File: src/rtl/sccb_cfg_pkg.sv
package sccb_cfg_pkg;

    // Bus phase of the transaction engine
    typedef enum logic [2:0] {
        PH_IDLE,
        PH_START,
        PH_BITS,
        PH_STOP,
        PH_GAP
    } phase_e;

    // Step of the configuration sequence
    typedef enum logic [1:0] {
        SQ_ID_WR,
        SQ_ID_RD,
        SQ_TABLE,
        SQ_END
    } seq_e;

    // One transaction handed to the engine
    typedef struct packed {
        logic       rd;      // second byte is received, not sent
        logic [1:0] nbytes;  // byte slots in the frame (2 or 3)
        logic [7:0] b0;
        logic [7:0] b1;
        logic [7:0] b2;
    } xfer_t;

    // Table content: {register, value} for entry k
    function automatic logic [15:0] cfg_entry(input int k);
        logic [7:0] reg_a;
        logic [7:0] val_d;
        reg_a = 8'(k * 3 + 1);
        val_d = 8'(k * 7 + 8'h3C);
        return {reg_a, val_d};
    endfunction

endpackage

File: src/rtl/sccb_qtick.sv
module sccb_qtick #(
    parameter int QTR_DIV = 62
) (
    input  logic clk,
    input  logic rst,
    output logic tick_o
);
    localparam int CW = (QTR_DIV > 1) ? $clog2(QTR_DIV) : 1;

    logic [CW-1:0] cnt_q;

    always_ff @(posedge clk) begin
        if (rst || tick_o) cnt_q <= '0;
        else               cnt_q <= cnt_q + 1'b1;
    end

    assign tick_o = (cnt_q == CW'(QTR_DIV - 1));

    generate
        if (QTR_DIV > 1) begin : g_spacing
            // quarter steps never come back to back
            assert_tick_gap_R2: assert property (@(posedge clk) disable iff (rst)
                tick_o |=> !tick_o);
        end
    endgenerate
endmodule

File: src/rtl/sccb_phy.sv
module sccb_phy
    import sccb_cfg_pkg::*;
#(
    parameter int GAP_BITS = 2
) (
    input  logic       clk,
    input  logic       rst,
    input  logic       qtick_i,
    input  logic       go_i,
    input  xfer_t      cmd_i,
    output logic       ready_o,
    output logic       fin_o,
    output logic       scl_o,
    output logic       sda_rel_o,
    input  logic       sda_i,
    output logic [7:0] rd_byte_o
);
    localparam int GAP_Q = (GAP_BITS > 0) ? GAP_BITS * 4 : 1;
    localparam int GW    = $clog2(GAP_Q + 1);

    phase_e        st;
    xfer_t         cmd_q;
    logic [1:0]    q;      // quarter within the current bit
    logic [3:0]    bi;     // slot within the byte, 8 = ninth bit
    logic [1:0]    by;     // byte slot
    logic [GW-1:0] gapc;
    logic          scl_q, sda_q;
    logic [7:0]    rd_sh;
    logic [7:0]    cur_b;
    logic          slot_val;
    logic          last_byte;

    always_comb begin
        case (by)
            2'd0:    cur_b = cmd_q.b0;
            2'd1:    cur_b = cmd_q.b1;
            default: cur_b = cmd_q.b2;
        endcase
        // release on the ninth bit and on every received bit
        slot_val  = (bi == 4'd8) || (cmd_q.rd && by == 2'd1) || cur_b[~bi[2:0]];
        last_byte = (by == cmd_q.nbytes - 2'd1);
    end

    always_ff @(posedge clk) begin
        if (rst) begin
            st    <= PH_IDLE;
            cmd_q <= '0;
            q     <= '0;
            bi    <= '0;
            by    <= '0;
            gapc  <= '0;
            scl_q <= 1'b1;
            sda_q <= 1'b1;
            rd_sh <= '0;
            fin_o <= 1'b0;
        end else begin
            fin_o <= 1'b0;
            if (st == PH_IDLE) begin
                if (go_i) begin
                    cmd_q <= cmd_i;
                    st    <= PH_START;
                    q     <= '0;
                end
            end else if (qtick_i) begin
                q <= q + 2'd1;
                case (st)
                    PH_START: begin
                        if (q == 2'd1) sda_q <= 1'b0;
                        if (q == 2'd3) begin
                            scl_q <= 1'b0;
                            st    <= PH_BITS;
                            bi    <= '0;
                            by    <= '0;
                        end
                    end
                    PH_BITS: begin
                        case (q)
                            2'd0: scl_q <= 1'b0;
                            2'd1: sda_q <= slot_val;
                            2'd2: scl_q <= 1'b1;
                            default: begin
                                if (cmd_q.rd && by == 2'd1 && bi != 4'd8)
                                    rd_sh <= {rd_sh[6:0], sda_i};
                                if (bi == 4'd8) begin
                                    bi <= '0;
                                    if (last_byte) st <= PH_STOP;
                                    else           by <= by + 2'd1;
                                end else begin
                                    bi <= bi + 4'd1;
                                end
                            end
                        endcase
                    end
                    PH_STOP: begin
                        case (q)
                            2'd0: scl_q <= 1'b0;
                            2'd1: sda_q <= 1'b0;
                            2'd2: scl_q <= 1'b1;
                            default: begin
                                sda_q <= 1'b1;
                                st    <= PH_GAP;
                                gapc  <= '0;
                            end
                        endcase
                    end
                    PH_GAP: begin
                        q <= '0;
                        if (gapc == GW'(GAP_Q - 1)) begin
                            st    <= PH_IDLE;
                            fin_o <= 1'b1;
                        end else begin
                            gapc <= gapc + 1'b1;
                        end
                    end
                    default: st <= PH_IDLE;
                endcase
            end
        end
    end

    assign ready_o   = (st == PH_IDLE);
    assign scl_o     = scl_q;
    assign sda_rel_o = sda_q;
    assign rd_byte_o = rd_sh;

    // no data movement while the clock is high inside the bit stream
    assert_sda_stable_R2: assert property (@(posedge clk) disable iff (rst)
        (st == PH_BITS && $past(st) == PH_BITS && scl_q && $past(scl_q)) |-> $stable(sda_q));

    // the ninth bit is always released by the master once it is set up
    assert_ninth_release_R4: assert property (@(posedge clk) disable iff (rst)
        (st == PH_BITS && bi == 4'd8 && q == 2'd2) |-> sda_q);

    // the received byte and its NA bit are never driven low by the master
    assert_read_release_R5: assert property (@(posedge clk) disable iff (rst)
        (st == PH_BITS && cmd_q.rd && by == 2'd1 && q == 2'd2) |-> sda_q);
endmodule

File: src/rtl/sccb_cfg_master.sv
module sccb_cfg_master
    import sccb_cfg_pkg::*;
#(
    parameter int         CLK_HZ    = 25_000_000,
    parameter int         SCL_HZ    = 100_000,
    parameter int         GAP_BITS  = 2,
    parameter int         N_ENTRIES = 160,
    parameter logic [6:0] DEV_ADDR  = 7'h21,
    parameter logic [7:0] ID_REG    = 8'h0A,
    localparam int        IW        = $clog2(N_ENTRIES + 1)
) (
    input  logic          clk,
    input  logic          rst,
    output logic          scl_o,
    output logic          sda_pull_o,
    input  logic          sda_i,
    output logic          cfg_done_o,
    output logic [7:0]    id_byte_o,
    output logic [IW-1:0] entry_idx_o
);
    localparam int QTR_DIV = CLK_HZ / (4 * SCL_HZ);

    seq_e          seq;
    logic [IW-1:0] idx;
    logic          inflight, done_q;
    logic [7:0]    id_q;
    logic          qtick, ready, fin, go, sda_rel;
    logic [7:0]    rd_byte;
    xfer_t         cmd;

    sccb_qtick #(.QTR_DIV(QTR_DIV)) u_tick (
        .clk    (clk),
        .rst    (rst),
        .tick_o (qtick)
    );

    sccb_phy #(.GAP_BITS(GAP_BITS)) u_phy (
        .clk       (clk),
        .rst       (rst),
        .qtick_i   (qtick),
        .go_i      (go),
        .cmd_i     (cmd),
        .ready_o   (ready),
        .fin_o     (fin),
        .scl_o     (scl_o),
        .sda_rel_o (sda_rel),
        .sda_i     (sda_i),
        .rd_byte_o (rd_byte)
    );

    always_comb begin
        cmd = '0;
        case (seq)
            SQ_ID_WR: begin
                cmd.nbytes = 2'd2;
                cmd.b0     = {DEV_ADDR, 1'b0};
                cmd.b1     = ID_REG;
            end
            SQ_ID_RD: begin
                cmd.rd     = 1'b1;
                cmd.nbytes = 2'd2;
                cmd.b0     = {DEV_ADDR, 1'b1};
            end
            default: begin
                cmd.nbytes         = 2'd3;
                cmd.b0             = {DEV_ADDR, 1'b0};
                {cmd.b1, cmd.b2}   = cfg_entry(int'(idx));
            end
        endcase
    end

    assign go = ready && !inflight && (seq != SQ_END);

    always_ff @(posedge clk) begin
        if (rst) begin
            seq      <= SQ_ID_WR;
            idx      <= '0;
            inflight <= 1'b0;
            done_q   <= 1'b0;
            id_q     <= '0;
        end else begin
            if (go) inflight <= 1'b1;
            if (fin) begin
                inflight <= 1'b0;
                case (seq)
                    SQ_ID_WR: seq <= SQ_ID_RD;
                    SQ_ID_RD: begin
                        id_q <= rd_byte;
                        seq  <= SQ_TABLE;
                    end
                    SQ_TABLE: begin
                        idx <= idx + 1'b1;
                        if (idx == IW'(N_ENTRIES - 1)) begin
                            seq    <= SQ_END;
                            done_q <= 1'b1;
                        end
                    end
                    default: ;
                endcase
            end
        end
    end

    assign sda_pull_o  = ~sda_rel;
    assign cfg_done_o  = done_q;
    assign id_byte_o   = id_q;
    assign entry_idx_o = idx;

    // done is sticky
    assert_done_hold_R10: assert property (@(posedge clk) disable iff (rst)
        cfg_done_o |=> cfg_done_o);

    // bus quiet once done
    assert_idle_after_done_R10: assert property (@(posedge clk) disable iff (rst)
        cfg_done_o |-> (ready && scl_o && !sda_pull_o));

    // index never runs past the table
    assert_idx_bound_R8: assert property (@(posedge clk) disable iff (rst)
        entry_idx_o <= IW'(N_ENTRIES));

    // identity byte frozen once the table phase begins
    assert_id_stable_R6: assert property (@(posedge clk) disable iff (rst)
        (seq inside {SQ_TABLE, SQ_END} && $past(seq inside {SQ_TABLE, SQ_END})) |-> $stable(id_byte_o));
endmodule

File: config.mk
export PLATFORM = sky130hd
export DESIGN_NAME = sccb_cfg_master
export DESIGN_NICKNAME = d
export VERILOG_FILES = /design/src/rtl/sccb_cfg_pkg.sv /design/src/rtl/sccb_qtick.sv /design/src/rtl/sccb_phy.sv /design/src/rtl/sccb_cfg_master.sv
export SDC_FILE = /design/constraint.sdc
export NUM_CORES = 1
export LEC_CHECK = 0
export BUFFER_PORTS_ARGS = -buffer_cell sky130_fd_sc_hd__buf_4
export CORE_MARGIN = 2
export CORE_UTILIZATION = 45
export DETAILED_ROUTE_END_ITERATION = 12
export PLACE_DENSITY = 0.62
export SYNTH_ARGS = -nofsm -noshare
export SYNTH_HDL_FRONTEND = slang
export SYNTH_SLANG_ARGS = --single-unit
File: constraint.sdc
create_clock -name clk -period 5.8 [get_ports clk]
set_input_delay 0.29 -clock clk [delete_from_list [all_inputs] [get_ports clk]]
set_output_delay 0.29 -clock clk [all_outputs]
set_load 0.005 [all_outputs]
; Word level (Yosys, flattened, before mapping)
; Cells that the tools add are included.
[totals]
regBits = 79
inputBits = 3
out_inout_bits = 19
[classes]
n_lt_le_gt_ge = 1
n_eq_ne = 35
n_mul = 2
bitwise_logic = 6
add_sub_neg = 9
n_mux = 43
n_reduce_logical = 37
[op_table]
columns = operator, count
row1 = $pmux W8 S2, 2
row2 = $mux W3, 9
row3 = $mux W4, 5
row4 = $reduce_and A5 Y1, 4
row5 = $mux W2, 9
row6 = $pmux W9 S2, 1
row7 = $add A8 B1 Y8 const B, 2
row8 = $pmux W4 S2, 2
row9 = $ne A2 B2 Y1 const B, 7
row10 = $ne A3 B2 Y1 const B, 4
row11 = $pmux W3 S4, 1
row12 = $ne A2 B1 Y1 const B, 5
row13 = $add A4 B1 Y4 const B, 2
row14 = $add A8 B6 Y8 const B, 1
row15 = $eq A8 B8 Y1 const B, 1
row16 = $mul A8 B2 Y8 const B, 1
row17 = $mul A8 B3 Y8 const B, 1
row18 = $mux W8, 1
row19 = $reduce_and A2 Y1, 4
row20 = $reduce_and A8 Y1, 1
row21 = $reduce_bool A2 Y1, 4
row22 = $reduce_or A2 Y1, 4
row23 = $reduce_and A7 Y1, 1
row24 = $add A6 B1 Y6 const B, 1
row25 = 33 further kinds, 60

; Logic depth before layout (Yosys ltp)
[depth]
ltp_word = 8
mapped_depth = 12
ltp_nobuf = 12

; Cells and area by module
; Synthesis repeated with hierarchy kept, for this count alone.
[hier_totals]
cells_unflattened = 552
hier_area_um2 = 4565.6
[by_module_without_submodules]
columns = mod, seq_area_each_um2, area_each_um2, n_inst, cells_per_inst
row1 = sccb_phy, 1061.0, 2596.2, 1, 320
row2 = sccb_cfg_master, 400.4, 1692.9, 1, 205
row3 = sccb_qtick, 120.1, 276.5, 1, 27

; Worst setup path after synthesis
; OpenSTA, ideal clock, no wires.
[synth_timing]
path_kind = register to register
start = register idx[1] (netlist: entry_idx_o[1])
end = register u_phy.cmd_q[7] in the netlist's numbering
setup_time_ns = 0.128
slack_ns = 3.003
path_stages_with_launch = 13
t_arrival_ns = 2.670
n_path_buf = 0
path_cell_list = dfxtp_1 -> inv_1 -> ha_1 -> fa_1 -> inv_1 -> ha_1 -> inv_1 -> fa_1 -> nor2b_1 -> o21a_1 -> or3_1 -> a32oi_1 -> nor2_1
[synth_via]
elab_chain_len = 3
[synth_lines]
columns = element, line_no
row1 = from (decl), sccb_cfg_master.sv:24  ; logic [IW-1:0] idx;
row2 = from (signal assigned), sccb_cfg_master.sv:92  ; idx <= idx + 1'b1;
row3 = $mul A8 B3 Y8, sccb_cfg_pkg.sv:34  ; val_d = 8'(k * 7 + 8'h3C);
row4 = $add A8 B6 Y8, sccb_cfg_pkg.sv:34
row5 = $mux W8, sccb_cfg_master.sv:53  ; case (seq)
row6 = to (signal assigned), sccb_phy.sv:60  ; cmd_q <= cmd_i;
row7 = to (decl), sccb_phy.sv:22  ; xfer_t cmd_q;
; Every way passes these cells.
; A chain may end at the register's enable or synchronous reset.

; Worst setup path in the final report
; Ends and elaborated chain as after synthesis.

==> metrics.csv <==
stage;metric;value;unit
sta;f_max;0.339;GHz
synth;Post-synth EDFFs;0;
setup_path;Critical Setup Path Class;reg -> reg;
setup_path;Worst Path Arrival;3.18;ns
floorplanning;Initial Util;0.464;
synth;Main synth FF type;dfxtp_1;
synth;Synth Cell Area;0.00404;mm^2
setup_path;crit path capture type;flip-flop;
sta;Final setup viols;0;
finish;Final Net Count;528;
power;Leakage;1.81;nW
setup_path;Worst EP required;6.02;ns
synth;Warnings, synthesis;0;
global_routing;first-pass GRT wire length;14400;um
setup_path;Top cell by count, worst path;inv_1;
setup_path;crit-path cells;inv_1 -> ha_1 -> fa_1 -> inv_1 -> ha_1 -> inv_1 -> fa_1 -> nor2b_1 -> o21a_1 -> or3_1 -> a32oi_1 -> nor2_1;
finish;final core occ;0.514;
finish;most frequent cells in the layout;dfxtp_1, nor2_1, ha_1;
placed_design;dpl cell area;0.00425;mm^2
setup_path;Largest delay share family, worst path;adder cells;
cts;Max Buffers Root-to-Sink;2;
cts;count of hold buffers inserted by post-cts repair;0;
global_routing;vias in the first global route;3080;
global_routing;largest net degree at the start of global routing;70;
status;status;finished clean;
power;maximum vdd drop;0.132;mV
setup_path;Max Fanout on Critical Path;7;
placed_design;Buffers on Ports;21;
floorplanning;Die Width;98.8;um
cts;clock-pin slew on the worst setup and hold paths;0.09;ns
setup_path;critical-path cell with the highest stage delay;fa_1;
routing;first drt pass iteration count;5;
setup_path;Buffers & Inverters on Critical Path;3;
sta;pins over their slew limit;0;
finish;ant diodes;0;
hold_path;worst hold path class;in -> reg;
sta;min cycle time layout;2.95;ns
power;pwr/cell area;251;mW/mm^2
finish;ratio of cells with drive above 1 in the final layout;0.105;
cts;clk sink count;71;
synth;cells after synthesis;469;
setup_path;CP max stage delay;0.51;ns
synth;sequential area share after synthesis;0.351;
sta;Final Hold Viols;0;
synth;syn nets;516;
cts;Worst-Skew Late Latency;0.36;ns
routing;Post-Route WL;8430;um
routing;Vias;3262;
placed_design;RePlAce Congestion;0.864;
cts;cts repair resizes;0;
cts;Post-CTS Setup Bufs;0;
synth;post-synthesis register bit count;71;
finish;area growth from synthesis to layout;10.9;%
flow_run;MaxCap Viol Count;0;
synth;Post-synth ARST share;0;
routing;drt drc;0;
sta;Hold WS;0.168;ns
global_routing;total grt overflow;0;
routing;post-route ant nets;0;
global_routing;gr usage total;0.180;
setup_path;crit path launch type;flip-flop;
sta;Worst-Margin Slew;0.808;ns
finish;final instance area;0.00448;mm^2
routing;via/cell ratio;5.49;
synth;synth unique cells;56;
sta;Slew headroom;0.459;
floorplanning;# rows;34;
power;Total Power;1.13;mW
floorplanning;core area;0.00872;mm^2
routing;WL per Instance;14.2;um
floorplanning;die area;0.00976;mm^2
sta;period utilization;0.509;
cts;CTS Buf Count;9;
synth;Syn Area/Cell;8.62;um^2
placed_design;DPL Wire Length;5950;um
finish;most common cell after layout, fill and taps aside;dfxtp_1;
cts;clock root cell;clkbuf_8;
sta;Fin Setup TNS;0;ns
routing;DRT iter0 DRCs;133;
cts;CTS tree;done;
floorplanning;IO Count;22;
cts;H-tree depth;3;
floorplanning;die height;98.8;um
sta;RSZ-0062 raised after global routing;false;
global_routing;initial antenna violation count;0;
sta;skew final;0.00965;ns
-- final cells by class --
cell class | count | area [um^2]
fill | 811 | 4240
multi-input combinational | 342 | 2400
sequential | 71 | 1420
timing repair buffer | 22 | 165
tap | 108 | 135
inverter | 35 | 131
clock buffer | 9 | 124
clock inverter | 7 | 105
-- registers in the layout (all words and copies together) (netlist names) --
register         cells
u_phy.cmd_q         19
entry_idx_o          8
id_byte_o            8
u_phy.rd_byte_o      8
u_tick.cnt_q         6
u_phy.bi             4
u_phy.gapc           4
u_phy.st             3
seq                  2
u_phy.by             2
u_phy.q              2
cfg_done_o           1
inflight             1
u_phy.fin_o          1
u_phy.scl_o          1
u_phy.sda_rel_o      1
-- final timing paths --
check / start / to / slack, ns / depth (start not counted)
max: entry_idx_o[1] / u_phy.cmd_q[7] / 2.85 / 12
min: sda_i / u_phy.rd_byte_o[0] / 0.17 / 3
max reg2reg: entry_idx_o[1] / u_phy.cmd_q[7] / 2.85 / 12
min reg2reg: id_byte_o[2] / id_byte_o[2] / 0.46 / 2
-- metal layers --
layer / vias up / GRT usage / share of wire / wire length, um
li1: 1655 / - / - / -
met1: 1542 / 0.236 / 0.47 / 3990
met2: 51 / 0.290 / 0.48 / 4010
met3: 14 / 0.0411 / 0.031 / 262
met4: 0 / 0.0664 / 0.020 / 165
met5: - / 0 / 0 / 0
-- through the flow --
stage	instances	setup WS, ns
floorplan	469	3.00
global placement	578	2.91
detailed placement	578	2.84
CTS	594	2.83
global route	594	2.57
finish	594	2.85
-- cells by family (layout without fill, tap and decap cells) --
logic type	after synthesis	count (layout)	share of synthesized area
compound gates	95	95	0.153
simple gates	168	168	0.209
mux	16	16	0.0430
fa+ha+maj	44	44	0.147
xor+xnor	19	19	0.0412
buf+inv	56	73	0.0548
flops	71	71	0.351
-- where the power goes --
part           total [mW]  leakage, nW  switching, mW  internal (mW)
Combinational       0.137         1.12         0.0839         0.0533
Clock               0.461        0.112          0.213          0.248
Sequential          0.527        0.574         0.0252          0.502
Total                1.13         1.81          0.322          0.804
-- worst min-delay path: stages --
cell,delay [ns]
buf_4,0.08
mux2i_1,0.05
nor2_1,0.07
-- cell usage after synthesis, types with 8 or more instances --
master,count,area share
dfxtp_1,71,0.35
nor2_1,68,0.063
ha_1,38,0.12
inv_1,35,0.032
a21oi_1,33,0.041
nand2_1,22,0.020
nand3_1,18,0.022
clkbuf_1,15,0.014
xnor2_1,15,0.032
mux2i_1,14,0.035
o21ai_0,13,0.016
a211oi_1,10,0.019
a22oi_1,10,0.019
nor2b_1,8,0.012
nor3_1,8,0.0099
or3_1,8,0.012
Note: power is estimated with default switching activity, not from simulation.
